--- src/rtl/blkrst_pkg.sv ---
package blkrst_pkg;
  localparam logic [2:0] A_CTRL = 3'd0;
  localparam logic [2:0] A_CMD  = 3'd1;
  localparam logic [2:0] A_STAT = 3'd2;
  localparam logic [2:0] A_DATA = 3'd3;
  localparam logic [2:0] A_DBG  = 3'd4;

  localparam int CMD_HARD  = 0;
  localparam int CMD_SOFT  = 1;
  localparam int CMD_STOP  = 2;
  localparam int CMD_FLUSH = 3;
  localparam int CMD_EMPTY = 4;

  // control defaults: run off, top irq off, both source masks on
  localparam logic [3:0] CTRL_DEFAULT = 4'b1100;

  typedef enum logic [1:0] {LVL_NONE, LVL_STOP, LVL_SOFT, LVL_HARD} level_e;
  typedef enum logic [1:0] {CH_KEEP, CH_FLUSH, CH_WIPE} chan_e;

  function automatic level_e pick_level(input logic [4:0] c);
    if (c[CMD_HARD])      return LVL_HARD;
    else if (c[CMD_SOFT]) return LVL_SOFT;
    else if (c[CMD_STOP]) return LVL_STOP;
    else                  return LVL_NONE;
  endfunction

  function automatic chan_e pick_chan(input logic [4:0] c);
    if (c[CMD_EMPTY])      return CH_WIPE;
    else if (c[CMD_FLUSH]) return CH_FLUSH;
    else                   return CH_KEEP;
  endfunction

  function automatic int unsigned wrap_inc(input int unsigned p, input int unsigned lim);
    return (p + 1 == lim) ? 0 : p + 1;
  endfunction
endpackage

--- src/rtl/blkrst_cmd_dec.sv ---
module blkrst_cmd_dec
  import blkrst_pkg::*;
(
  input  logic       cmd_wr,
  input  logic [4:0] cmd,
  output logic       do_hard,
  output logic       do_soft,
  output logic       do_stop,
  output logic       do_flush,
  output logic       do_wipe
);
  level_e lvl;
  chan_e  chs;

  always_comb begin
    lvl = cmd_wr ? pick_level(cmd) : LVL_NONE;
    chs = cmd_wr ? pick_chan(cmd) : CH_KEEP;
  end

  assign do_hard  = (lvl == LVL_HARD);
  assign do_soft  = (lvl == LVL_SOFT);
  assign do_stop  = (lvl == LVL_STOP);
  assign do_flush = (chs == CH_FLUSH);
  assign do_wipe  = (chs == CH_WIPE);
endmodule

--- src/rtl/blkrst_chan.sv ---
module blkrst_chan
  import blkrst_pkg::*;
#(
  parameter int DW    = 8,
  parameter int DEPTH = 4,
  localparam int PW   = $clog2(DEPTH),
  localparam int CNTW = $clog2(DEPTH + 1)
) (
  input  logic            clk,
  input  logic            rst_n,
  input  logic            clr_ptr,
  input  logic            clr_mem,
  input  logic            push,
  input  logic [DW-1:0]   push_data,
  input  logic            pop,
  input  logic            load,
  input  logic [PW-1:0]   load_rptr,
  input  logic [PW-1:0]   load_wptr,
  input  logic [CNTW-1:0] load_cnt,
  output logic [DW-1:0]   head,
  output logic [PW-1:0]   rptr,
  output logic [PW-1:0]   wptr,
  output logic [CNTW-1:0] count,
  output logic            empty,
  output logic            full
);
  logic [DW-1:0] mem [DEPTH];
  logic push_ok, pop_ok;

  assign empty   = (count == '0);
  assign full    = (count == CNTW'(DEPTH));
  assign push_ok = push && !full;
  assign pop_ok  = pop && !empty;
  assign head    = mem[rptr];

  always_ff @(posedge clk or negedge rst_n) begin
    if (!rst_n) begin
      rptr  <= '0;
      wptr  <= '0;
      count <= '0;
    end else if (clr_ptr) begin
      rptr  <= '0;
      wptr  <= '0;
      count <= '0;
    end else if (load) begin
      rptr  <= load_rptr;
      wptr  <= load_wptr;
      count <= load_cnt;
    end else begin
      if (push_ok) wptr <= PW'(wrap_inc(int'(wptr), DEPTH));
      if (pop_ok)  rptr <= PW'(wrap_inc(int'(rptr), DEPTH));
      count <= count + CNTW'(push_ok) - CNTW'(pop_ok);
    end
  end

  always_ff @(posedge clk or negedge rst_n) begin
    if (!rst_n) begin
      for (int i = 0; i < DEPTH; i++) mem[i] <= '0;
    end else if (clr_mem) begin
      for (int i = 0; i < DEPTH; i++) mem[i] <= '0;
    end else if (push_ok && !clr_ptr && !load) begin
      mem[wptr] <= push_data;
    end
  end

  p_no_overflow_r3: assert property (@(posedge clk) disable iff (!rst_n)
    count <= CNTW'(DEPTH));
  p_full_drop_r3: assert property (@(posedge clk) disable iff (!rst_n)
    (push && full && !pop && !clr_ptr && !load) |=> (count == CNTW'(DEPTH)));
endmodule

--- src/rtl/blkrst_top.sv ---
module blkrst_top
  import blkrst_pkg::*;
#(
  parameter int DW    = 8,
  parameter int DEPTH = 4,
  parameter int BW    = 16
) (
  input  logic          clk,
  input  logic          rst_n,
  input  logic          bus_wr,
  input  logic [2:0]    bus_addr,
  input  logic [BW-1:0] bus_wdata,
  output logic [BW-1:0] bus_rdata,
  input  logic          fault_in,
  output logic          irq
);
  localparam int PW   = $clog2(DEPTH);
  localparam int CNTW = $clog2(DEPTH + 1);

  // control and status storage
  logic go, top_en, en_ovf, en_ext, dbg;
  logic ovf_flag, ext_flag;
  logic [BW-1:0] op_cnt;

  // channel view
  logic [DW-1:0]   head;
  logic [PW-1:0]   rptr, wptr;
  logic [CNTW-1:0] count;
  logic            empty, full;

  // named internal events
  logic wr_ctrl, wr_cmd, wr_stat, wr_cnt, wr_data, wr_ptrs, wr_dbg;
  logic do_hard, do_soft, do_stop, do_flush, do_wipe;
  logic ovf_evt, ext_evt, exc_evt, halt_evt, step;

  assign wr_ctrl = bus_wr && (bus_addr == A_CTRL);
  assign wr_cmd  = bus_wr && (bus_addr == A_CMD);
  assign wr_stat = bus_wr && (bus_addr == A_STAT) && !dbg;
  assign wr_cnt  = bus_wr && (bus_addr == A_STAT) && dbg;
  assign wr_data = bus_wr && (bus_addr == A_DATA) && !dbg;
  assign wr_ptrs = bus_wr && (bus_addr == A_DATA) && dbg;
  assign wr_dbg  = bus_wr && (bus_addr == A_DBG);

  blkrst_cmd_dec u_dec (
    .cmd_wr   (wr_cmd),
    .cmd      (bus_wdata[4:0]),
    .do_hard  (do_hard),
    .do_soft  (do_soft),
    .do_stop  (do_stop),
    .do_flush (do_flush),
    .do_wipe  (do_wipe)
  );

  assign ovf_evt  = wr_data && full;
  assign ext_evt  = fault_in;
  assign exc_evt  = ovf_evt || ext_evt;
  assign halt_evt = do_hard || do_soft || do_stop || exc_evt;
  assign step     = go && !empty && !halt_evt;

  always_ff @(posedge clk or negedge rst_n) begin
    if (!rst_n) begin
      {en_ext, en_ovf, top_en, go} <= CTRL_DEFAULT;
      dbg <= 1'b0;
    end else if (do_hard) begin
      {en_ext, en_ovf, top_en, go} <= CTRL_DEFAULT;
      dbg <= 1'b0;
    end else begin
      if (wr_ctrl) {en_ext, en_ovf, top_en, go} <= bus_wdata[3:0];
      if (wr_dbg)  dbg <= bus_wdata[0];
      if (halt_evt) go <= 1'b0;
    end
  end

  always_ff @(posedge clk or negedge rst_n) begin
    if (!rst_n) begin
      ovf_flag <= 1'b0;
      ext_flag <= 1'b0;
    end else if (do_hard || do_soft) begin
      ovf_flag <= 1'b0;
      ext_flag <= 1'b0;
    end else begin
      ovf_flag <= ovf_evt || (ovf_flag && !(wr_stat && bus_wdata[0]) && !do_wipe);
      ext_flag <= ext_evt || (ext_flag && !(wr_stat && bus_wdata[1]));
    end
  end

  always_ff @(posedge clk or negedge rst_n) begin
    if (!rst_n)                  op_cnt <= '0;
    else if (do_hard || do_soft) op_cnt <= '0;
    else if (wr_cnt)             op_cnt <= bus_wdata;
    else if (step)               op_cnt <= op_cnt + 1'b1;
  end

  blkrst_chan #(.DW(DW), .DEPTH(DEPTH)) u_chan (
    .clk       (clk),
    .rst_n     (rst_n),
    .clr_ptr   (do_hard || do_soft || do_flush || do_wipe),
    .clr_mem   (do_hard || do_soft || do_wipe),
    .push      (wr_data),
    .push_data (bus_wdata[DW-1:0]),
    .pop       (step),
    .load      (wr_ptrs),
    .load_rptr (bus_wdata[CNTW+PW +: PW]),
    .load_wptr (bus_wdata[CNTW +: PW]),
    .load_cnt  (bus_wdata[CNTW-1:0]),
    .head      (head),
    .rptr      (rptr),
    .wptr      (wptr),
    .count     (count),
    .empty     (empty),
    .full      (full)
  );

  assign irq = top_en && ((ovf_flag && en_ovf) || (ext_flag && en_ext));

  always_comb begin
    bus_rdata = '0;
    case (bus_addr)
      A_CTRL: bus_rdata[3:0] = {en_ext, en_ovf, top_en, go};
      A_STAT: begin
        if (dbg) bus_rdata = op_cnt;
        else begin
          bus_rdata[0] = ovf_flag;
          bus_rdata[1] = ext_flag;
          bus_rdata[2] = empty;
          bus_rdata[3] = full;
          bus_rdata[4 +: CNTW] = count;
        end
      end
      A_DATA: begin
        if (dbg) begin
          bus_rdata[CNTW-1:0]     = count;
          bus_rdata[CNTW +: PW]    = wptr;
          bus_rdata[CNTW+PW +: PW] = rptr;
        end else bus_rdata[DW-1:0] = head;
      end
      A_DBG:   bus_rdata[0] = dbg;
      default: bus_rdata = '0;
    endcase
  end

  p_irq_gate_r2: assert property (@(posedge clk) disable iff (!rst_n)
    !top_en |-> !irq);
  p_step_one_r3: assert property (@(posedge clk) disable iff (!rst_n)
    step |=> (op_cnt == $past(op_cnt) + 1'b1));
  p_exc_halt_r4: assert property (@(posedge clk) disable iff (!rst_n)
    (exc_evt && !do_hard && !do_soft) |=> (!go && (ovf_flag || ext_flag)));
  p_exc_freeze_r4: assert property (@(posedge clk) disable iff (!rst_n)
    (exc_evt && !wr_cnt && !do_hard && !do_soft) |=> $stable(op_cnt));
  p_stop_freeze_r6: assert property (@(posedge clk) disable iff (!rst_n)
    do_stop |=> (!go && $stable(op_cnt) && $stable(count) && $stable({top_en, en_ovf, en_ext, dbg})));
  p_soft_keep_r7: assert property (@(posedge clk) disable iff (!rst_n)
    do_soft |=> (op_cnt == '0 && empty && !ovf_flag && !ext_flag && $stable({top_en, en_ovf, en_ext, dbg})));
  p_hard_dflt_r8: assert property (@(posedge clk) disable iff (!rst_n)
    do_hard |=> ({en_ext, en_ovf, top_en, go} == CTRL_DEFAULT && !dbg && op_cnt == '0 && empty));
endmodule

--- config.mk ---
export PLATFORM = sky130hd
export DESIGN_NAME = blkrst_top
export DESIGN_NICKNAME = d
export VERILOG_FILES = /design/src/rtl/blkrst_pkg.sv /design/src/rtl/blkrst_cmd_dec.sv /design/src/rtl/blkrst_chan.sv /design/src/rtl/blkrst_top.sv
export SDC_FILE = /design/constraint.sdc
export NUM_CORES = 1
export LEC_CHECK = 0
export BUFFER_PORTS_ARGS = -buffer_cell sky130_fd_sc_hd__clkbuf_2
export CORE_AREA = 10 10 135 75
export CTS_BUF_LIST = sky130_fd_sc_hd__clkbuf_4
export DETAILED_ROUTE_END_ITERATION = 8
export DIE_AREA = 0 0 145 85
export GPL_TIMING_DRIVEN = 1
export MAX_ROUTING_LAYER = met4
export PLACE_DENSITY = 0.74
export SETUP_SLACK_MARGIN = 0.15
export SLEW_MARGIN = 40
export SYNTH_ARGS = -nofsm -noshare
export SYNTH_HDL_FRONTEND = slang
export SYNTH_SLANG_ARGS = --single-unit
--- constraint.sdc ---
create_clock -name clk -period 2.4 [get_ports clk]
set_clock_uncertainty 0.2 [all_clocks]
set_input_delay 0.6 -clock clk [delete_from_list [all_inputs] [get_ports clk]]
set_output_delay 0.6 -clock clk [all_outputs]
set_load 0.03 [all_outputs]
==> results of run 1 <==
## logic make-up (layout without fill, tap and decap cells)
| kind of cell | Yosys count | after routing |
|---|---|---|
| compound gates | 103 | 104 |
| mux | 22 | 22 |
| flops | 62 | 62 |
| xor+xnor | 15 | 15 |
| simple gates | 169 | 169 |
| buf+inv | 39 | 135 |
| fa+ha+maj | 9 | 9 |
## critical path, stage by stage, from the launching register on
cell and delay (ps):
dfrtp_2 450, mux4_2 570, mux4_2 510, a22oi_2 160, nor2_2 60, clkbuf_8 160
## placed cells by master, fill, tap and decap left out, types with 6 or more instances in the layout
cell type,synthesis,final
nand2_1,75,75
clkbuf_4,0,10
o21ai_0,46,46
and2_4,0,11
xnor2_1,10,9
dfrtp_1,60,57
mux2i_1,14,10
ha_1,8,6
buf_8,0,11
nand4_1,6,6
a21oi_1,22,20
nor2_1,16,14
buf_4,0,62
buf_6,1,6
nand3_1,12,12
inv_1,10,7
clkbuf_2,0,22
mux4_2,8,8
## worst min path at each step
stage / start / end / slack, ps / depth (start not counted)
floorplan: rst_n / dbg$_DFFE_PN0P_ / 100 / 0
global placement: u_chan.mem[20]$_DFFE_PN0P_ / u_chan.mem[20]$_DFFE_PN0P_ / 280 / 2
detailed placement: u_chan.mem[20]$_DFFE_PN0P_ / u_chan.mem[20]$_DFFE_PN0P_ / 300 / 2
CTS: bus_wdata[15] / op_cnt[15]$_DFFE_PN0P_ / 190 / 3
global route: bus_wdata[15] / op_cnt[15]$_DFFE_PN0P_ / 200 / 3
finish: bus_wdata[15] / op_cnt[15]$_DFFE_PN0P_ / 200 / 3
## stage by stage
step           cells  area, µm²  setup TNS (ps)
6_report         628       5270           -6340
5_1_grt          628       5270           -7670
4_1_cts          626       5140           -6360
3_5_place_dp     597       4640           -5270
3_3_place_gp     597       4640           -4700
2_1_floorplan    419       4000            -908
## cell type report
| cell class | count | area [µm²] | share of cell area |
|---|---|---|---|
| repair buffers | 110 | 973 | 0.185 |
| inverters | 10 | 40.0 | 0.00759 |
| flip-flops and latches | 62 | 1560 | 0.295 |
| clock inverters | 5 | 75.1 | 0.0142 |
| clock buffers | 10 | 75.1 | 0.0142 |
| well taps | 112 | 140 | 0.0266 |
| multi-input cells | 319 | 2410 | 0.457 |
## state kept, by name (all words and copies together), names as in the netlist
name,cells
top_en,1
ext_flag,1
u_chan.rptr,2
u_chan.mem,32
u_chan.count,3
ovf_flag,1
op_cnt,16
u_chan.wptr,2
dbg,1
en_ovf,1
en_ext,1
go,1
## power breakdown
| part | switching [mW] | internal, mW |
|---|---|---|
| clock | 0.424 | 0.421 |
| sequential | 0.294 | 1.29 |
| combinational | 0.819 | 0.865 |
## metal layers
| metal | global-route usage | share of wire | wire length, µm | vias up |
|---|---|---|---|---|
| met5 | - | 0 | 0 | - |
| li1 | - | - | - | 1682 |
| met4 | 0.0553 | 0.011 | 134 | 0 |
| met3 | 0.0614 | 0.10 | 1270 | 20 |
| met2 | 0.282 | 0.42 | 5290 | 157 |
| met1 | 0.289 | 0.47 | 5870 | 1800 |
## timing repair
action,4_1_cts,5_1_grt
cloned,2,1
setup buffers,11,1
pin swaps,13,9
setup endpoints to repair,19,51
hold buffers,1,0
resized for setup,53,35
hold endpoints to repair,60,0
==> metrics, run 1 <==
Period Utilization, post-route=1.31; async set-reset flop share out of synthesis=1.00; Syn Nets=451; Leakage=2.28 nW; Max IR drop VDD=293 µV; first-pass GRT wire length=19900 µm; DP Wirelength=8700 µm; Final GP Congestion=0.930; most frequent cell after synthesis=nand2_1; flop2flop setup slack=-240 ps; ANT nets after route=0; min-delay worst type=in2reg; Synth Area in Adders=0.0316; worst-path maximum fanout=3; Final nets=544; top post-synthesis cells by area=dfrtp_1, nand2_1, o21ai_0; clock buffer depth=2; Max-slew headroom=0.628; max cap viols=0; outcome=finished with violations; DR vias=3659; Initial DRC Count=379; drt first pass iters=5; Die Area=12300 µm²; CTS tree=built; Clk Latency, worst-skew pair=460 ps; pre-CTS WS=-609 ps; Post-Route WL=12600 µm; synth warn=0; layout cells sized above 1=0.374; required time worst endpoint=1600 ps; highest clock rate=317 MHz; Post-Synth XOR/XNOR Area=0.0345; Worst Max-Slew Pin Slew=556 ps; total track usage=0.207; worst setup path class=reg2out; mux contribution to synthesized area=0.0842; sequential element share of the synthesized area=0.408; Initial Utilization=0.488; Core ar.=7800 µm²; Final Max Tran Viols=0; RSZ-0062 raised after global routing=yes; via-per-instance ratio=5.83; synthesized area per cell=9.08 µm²; CP arrival=2350 ps; Rows=23; grt ovf=0; Synth Cell Area=3810 µm²; final hold vios=0; DRC Markers=0; total power=4.11 mW; cells after synthesis=419; die height=85 µm; CTS sink cnt=62; initial antenna violation count=0; distinct cell type count of the synthesized netlist=52; setup ws final=-755 ps; die width=145 µm; final setup violation count=18; synthesized flop and latch total=62; WHS=203 ps; Synth area leader=dfrtp_1; worst setup path startpoint=u_chan.rptr[0]$_DFFE_PN0P_; number of flops mapped to enable cells by yosys=0; Worst Setup EP=bus_rdata[1]; pwr dens=780 nW/µm²; top_reg_cell synth=dfrtp_1; num ports=40; CP endpoint kind=primary output; number of global-route vias before repair=3569; RR Startpoint=dbg$_DFFE_PN0P_; wire per inst=20.0 µm; root buf cell=clkbuf_4; simple-gate share of the synthesized area=0.238; Compound-Gate Fraction of Synth Area=0.161; pin count of the biggest net entering global routing=63; main combinational cell family by area after synthesis=simple AND/OR/NAND/NOR gates; Reg2Reg Capture Point=u_chan.count[2]$_DFF_PN0_; CP startpoint kind=flop; Util after Layout=0.676; PortBufs=39; Clock transition at path regs=100 ps; Synth top cells by count=nand2_1, dfrtp_1, o21ai_0, a21oi_1, clkbuf_1; Reg2Reg Depth=14; area fraction of the dominant cell type after synthesis=0.394; Antenna Diode Count=0; Fill cells=597; failing checks=setup timing; Area growth, synth to finish=38.6%; H-tree Lvls=3; post-route minimum period=3150 ps; CTS Buf Count=9
Power figures use the tool's default switching activity.
==> run 2: changes to the inputs <==
Settings changed: CORE_AREA 10 10 135 75 to 10 10 129 72, DIE_AREA 0 0 145 85 to 0 0 139 82, PLACE_DENSITY 0.74 to 0.8.
==> metrics, run 2 (synthesis results as in run 1) <==
Period Utilization, post-route=1.30 (was 1.31); CP startpoint kind=flop (unchanged); Leakage=2.34 nW (was 2.28 nW); pin count of the biggest net entering global routing=63 (unchanged); Worst path depth=5 (unchanged); CP Cell Sequence=mux4_2, mux4_2, a22oi_2, nor2_2, clkbuf_8 (unchanged); ANT nets after route=0 (unchanged); CTS Buf Count=9 (unchanged); setup ws final=-725 ps (was -755 ps); Reg2Reg Capture Point=u_chan.count[2]$_DFF_PN0_ (unchanged); CP endpoint kind=primary output (unchanged); CP bufs+invs=1 (unchanged); Final nets=545 (was 544); flop2flop setup slack=-340 ps (was -240 ps); Final GP Congestion=0.947 (was 0.930); RSZ-0062 raised after global routing=yes (unchanged); num ports=40 (unchanged); Post-Route WL=13900 µm (was 12600 µm); Reg2Reg Depth=15 (was 14); Initial Utilization=0.536 (was 0.488); Worst Hold Launch=bus_wdata[15] (unchanged); Rows=22 (was 23); PortBufs=39 (unchanged); Max-slew headroom=0.606 (was 0.628); Most flops, register=u_chan.mem (unchanged); post-route minimum period=3130 ps (was 3150 ps); via-per-instance ratio=6.46 (was 5.83); worst-path maximum fanout=4 (was 3); biggest regs=u_chan.mem (32), op_cnt (16), u_chan.count (3) (unchanged); failing checks=setup timing (unchanged); drt first pass iters=6 (was 5); die width=139 µm (was 145 µm); final setup violation count=18 (unchanged); Worst Max-Slew Pin Slew=589 ps (was 556 ps); worst setup path class=reg2out (unchanged); number of global-route vias before repair=3591 (was 3569); final hold vios=0 (unchanged); required time worst endpoint=1600 ps (about the same); max reg flops=32 (unchanged); hold endpoint=op_cnt[15]$_DFFE_PN0P_ (unchanged); Final Max Tran Viols=0 (unchanged); Max IR drop VDD=452 µV (was 293 µV); CP max-delay cell=mux4_2 (unchanged); Post-Layout Cell Count=614 (was 628); layout cells sized above 1=0.378 (was 0.374); die height=82 µm (was 85 µm); Fill cells=450 (was 597); Core ar.=7100 µm² (was 7800 µm²); CTS tree=built (unchanged); initial antenna violation count=0 (unchanged); crit-path max cell delay=580 ps (was 570 ps); most frequent cells in the layout=nand2_1, dfrtp_1, buf_4, o21ai_0, clkbuf_2 (was nand2_1, buf_4, dfrtp_1, o21ai_0, clkbuf_2); H-tree Lvls=3 (unchanged); Die Area=11400 µm² (was 12300 µm²); Multi-input gate area=2430 µm² (was 2410 µm²); CP arrival=2330 ps (was 2350 ps); CTS sink cnt=62 (unchanged); Util after Layout=0.764 (was 0.676); most common cell after layout, fill and taps aside=nand2_1 (unchanged); most used cell, CP=mux4_2 (unchanged); max cap viols=0 (unchanged); DP Wirelength=8700 µm (about the same); pwr dens=746 nW/µm² (was 780 nW/µm²); wire per inst=22.7 µm (was 20.0 µm); WHS=222 ps (was 203 ps); delay-heaviest family, CP=multiplexers (unchanged); worst setup path startpoint=u_chan.rptr[0]$_DFFE_PN0P_ (unchanged); outcome=finished with violations (unchanged); clock buffer depth=2 (unchanged); DRC Markers=0 (unchanged); DR vias=3966 (was 3659); highest clock rate=320 MHz (was 317 MHz); Clk Latency, worst-skew pair=430 ps (was 460 ps); Clock transition at path regs=100 ps (about the same); Area growth, synth to finish=42.5% (was 38.6%); Inst Count DP=573 (was 597); min-delay worst type=in2reg (unchanged); first-pass GRT wire length=19300 µm (was 19900 µm); total track usage=0.220 (was 0.207); grt ovf=0 (unchanged); Register Area=1560 µm² (unchanged); root buf cell=clkbuf_4 (unchanged); RR Startpoint=dbg$_DFFE_PN0P_ (unchanged); worst hold path stage count=3 (unchanged); Antenna Diode Count=0 (unchanged); Initial DRC Count=688 (was 379)
## run 2: worst reg2reg max path, cell delays in order (launching register included)
cell      delay [ps]
dfrtp_2          450
buf_4            140
buf_6            100
and4bb_2         320
a22oi_4           80
nand2_4           80
inv_2             40
ha_4             200
inv_2             60
ha_4             120
inv_2             30
fa_2             350
xnor2_2          150
xnor2_1          130
mux2i_1          140
nor2_1            50
## run 2: layout make-up
cell class,instances,share of cell area
flip-flops and latches,62,0.287
well taps,96,0.0222
clock inverters,6,0.00969
repair buffers,112,0.211
clock buffers,10,0.0138
inverters,10,0.00692
multi-input cells,318,0.449
## run 2: worst max-delay path by stage
stage	end	slack, ps
6_report	bus_rdata[1]	-730
5_1_grt	bus_rdata[2]	-800
4_1_cts	bus_rdata[2]	-740
3_5_place_dp	u_chan.count[2]$_DFF_PN0_	-640
3_3_place_gp	u_chan.count[2]$_DFF_PN0_	-590
2_1_floorplan	u_chan.count[2]$_DFF_PN0_	-550
## run 2: metrics by stage
stage	cell area (µm²)	power [mW]	setup WS [ps]	TNS, ps
finish	5420	4.04	-725	-6060
global route	5420	4.23	-802	-7270
global placement	4640	2.85	-590	-3640
detailed placement	4640	2.92	-637	-4320
CTS	5060	3.77	-745	-6270
floorplan	4000	2.42	-547	-908
## run 2: what timing repair did
action,in CTS,in global routing
gates resized for setup,48,57
endpoints found under the setup margin,18,48
endpoints found under the hold margin,60,0
cloned,0,5
hold buffers,1,0
buffers inserted,9,10
pin swaps,12,16
## run 2: power breakdown
| group | switching [mW] | total (mW) | internal (mW) |
|---|---|---|---|
| logic | 0.873 | 1.75 | 0.880 |
| registers | 0.291 | 1.58 | 1.29 |
| clock network | 0.395 | 0.710 | 0.316 |
| total | 1.56 | 4.04 | 2.49 |
## run 2: routing by layer
metal | up-vias | GRT usage | routed length (µm)
met2 | 302 | 0.310 | 6100
met4 | 0 | 0.0549 | 340
met3 | 47 | 0.0812 | 1630
met5 | - | - | 0
met1 | 1932 | 0.293 | 5840
li1 | 1685 | - | -
==> run 3: changes to the inputs <==
Clock period 2.4 ns to 2.87 ns, I/O delays scaled along.
==> metrics, run 3 (synthesis results as in run 1) <==
Worst Max-Slew Pin Slew=598 ps (was 589 ps); Final nets=522 (was 545); crit-path max cell delay=580 ps (about the same); required time worst endpoint=1950 ps (was 1600 ps); most common cell after layout, fill and taps aside=nand2_1 (unchanged); Reg2Reg Depth=13 (was 15); Post-Route WL=11800 µm (was 13900 µm); Clk Latency, worst-skew pair=430 ps (about the same); post-route setup TNS=-1520 ps (was -6060 ps); PortBufs=39 (unchanged); DR vias=3630 (was 3966); DP Wirelength=8380 µm (was 8700 µm); H-tree Lvls=3 (unchanged); Leakage=2.10 nW (was 2.34 nW); via-per-instance ratio=6.15 (was 6.46); max cap viols=0 (unchanged); outcome=finished with violations (unchanged); most frequent cells in the layout=nand2_1, dfrtp_1, o21ai_0, buf_4 (was nand2_1, dfrtp_1, buf_4, o21ai_0, clkbuf_2); Initial Utilization=0.536 (unchanged); Most flops, register=u_chan.mem (unchanged); Rows=22 (unchanged); total track usage=0.215 (was 0.220); CTS sink cnt=62 (unchanged); Max-slew headroom=0.601 (was 0.606); worst-path maximum fanout=3 (was 4); DRC Markers=0 (unchanged); highest clock rate=312 MHz; Final GP Congestion=0.984 (was 0.947); post-route minimum period=3210 ps; wire per inst=20.0 µm (was 22.7 µm); CTS tree=built (unchanged); CP Cell Sequence=mux4_2, mux4_2, a22oi_1, nor2_1, clkbuf_8 (was mux4_2, mux4_2, a22oi_2, nor2_2, clkbuf_8); CP arrival=2290 ps (was 2330 ps); Inst Count DP=559 (was 573); Area growth, synth to finish=27.2% (was 42.5%); first-pass GRT wire length=18800 µm (was 19300 µm); num ports=40 (unchanged); Reg2Reg Capture Point=u_chan.count[2]$_DFF_PN0_ (unchanged); Post-DP Area=4340 µm² (was 4640 µm²); CP endpoint kind=primary output (unchanged); failing checks=setup timing (unchanged); Util after Layout=0.682 (was 0.764); ANT nets after route=0 (unchanged); Post-Layout Cell Count=590 (was 614); flop2flop setup slack=310 ps (was -340 ps); hold endpoint=go$_DFFE_PN0P_ (was op_cnt[15]$_DFFE_PN0P_); pin count of the biggest net entering global routing=33 (was 63); RSZ-0062 raised after global routing=yes (unchanged); Clock transition at path regs=100 ps (about the same); initial antenna violation count=0 (unchanged); Initial DRC Count=426 (was 688); Max IR drop VDD=273 µV (was 452 µV); Core ar.=7100 µm² (unchanged); clock buffer depth=2 (unchanged); die width=139 µm (unchanged); layout cells sized above 1=0.320 (was 0.378); CP max-delay cell=mux4_2 (unchanged); biggest regs=u_chan.mem (32), op_cnt (16), u_chan.count (3) (unchanged); CP startpoint kind=flop (unchanged); worst hold path stage count=2 (was 3); Antenna Diode Count=0 (unchanged); Fill cells=541 (was 450); Worst Hold Launch=fault_in (was bus_wdata[15]); min-delay worst type=in2reg (unchanged); grt ovf=0 (unchanged); Die Area=11400 µm² (unchanged); setup ws final=-335 ps (was -725 ps); RR Startpoint=u_chan.count[0]$_DFF_PN0_ (was dbg$_DFFE_PN0P_); Final Max Tran Viols=0 (unchanged); WHS=304 ps (was 222 ps); final hold vios=0 (unchanged); die height=82 µm (unchanged); max reg flops=32 (unchanged); CTS Buf Count=9 (unchanged); pwr dens=627 nW/µm² (was 746 nW/µm²); root buf cell=clkbuf_4 (unchanged); Period Utilization, post-route=1.12; Non-Filler Cell Area, Final=4840 µm² (was 5420 µm²); drt first pass iters=5 (was 6); number of global-route vias before repair=3489 (was 3591); most used cell, CP=mux4_2 (unchanged); worst setup path class=reg2out (unchanged); final setup violation count=7 (was 18)
## run 3: cell count changes in the layout (fill, tap and decap cells not counted), sizes merged
cell	delta
buf	-16
clkbuf	-7
bufinv	-1
## run 3: final cells by class
class	instances	area, µm²	area share
multi-input combinational	318	2260	0.466
sequential	62	1560	0.321
timing repair buffer	89	764	0.158
tap	96	120	0.0248
clock buffer	10	75.1	0.0155
inverter	10	42.5	0.00879
clock inverter	5	27.5	0.00569
## run 3: worst max-delay path by stage
stage / from / to / slack [ps]
2_1_floorplan: bus_addr[0] / u_chan.count[2]$_DFF_PN0_ / -190
4_1_cts: u_chan.rptr[0]$_DFFE_PN0P_ / bus_rdata[2] / -360
3_3_place_gp: bus_wdata[1] / u_chan.count[2]$_DFF_PN0_ / -210
6_report: u_chan.rptr[0]$_DFFE_PN0P_ / bus_rdata[2] / -340
5_1_grt: u_chan.rptr[0]$_DFFE_PN0P_ / bus_rdata[1] / -410
3_5_place_dp: bus_wdata[1] / u_chan.count[2]$_DFF_PN0_ / -250
## run 3: metal layers
layer | GRT usage | wire length [µm]
met2 | 0.297 | 4860
met5 | - | 0
met4 | 0.0683 | 180
met3 | 0.0633 | 1320
met1 | 0.295 | 5410
## run 3: critical path: cells and delay by family, from the launching register on
| kind | cells | cell delay, ps |
|---|---|---|
| multiplexers | 2 | 1060 |
| flip-flops | 1 | 420 |
| buffers and inverters | 1 | 160 |
| AO/OA/AOI/OAI | 1 | 150 |
| AND/OR/NAND/NOR | 1 | 70 |
## run 3: power by group
part           switching [mW]  internal (mW)  leakage, nW
sequential              0.227           1.08        0.814
clock                   0.332          0.177       0.0618
combinational           0.616          0.607         1.22
## run 3: stage by stage
stage | total power [mW] | worst slack (ps)
after floorplan | 1.96 | -194
final | 3.04 | -335
after global routing | 3.21 | -412
after global placement | 2.28 | -214
after detailed placement | 2.32 | -254
after CTS | 2.87 | -358
## run 3: timing repair
action / 4_1_cts / 5_1_grt
hold buffers: 0 / 1
endpoints found under the hold margin: 0 / 7
gates cloned: 1 / 0
pin swaps: 1 / 16
endpoints found under the setup margin: 16 / 17
buffers inserted: 2 / 11
gates resized for setup: 28 / 65
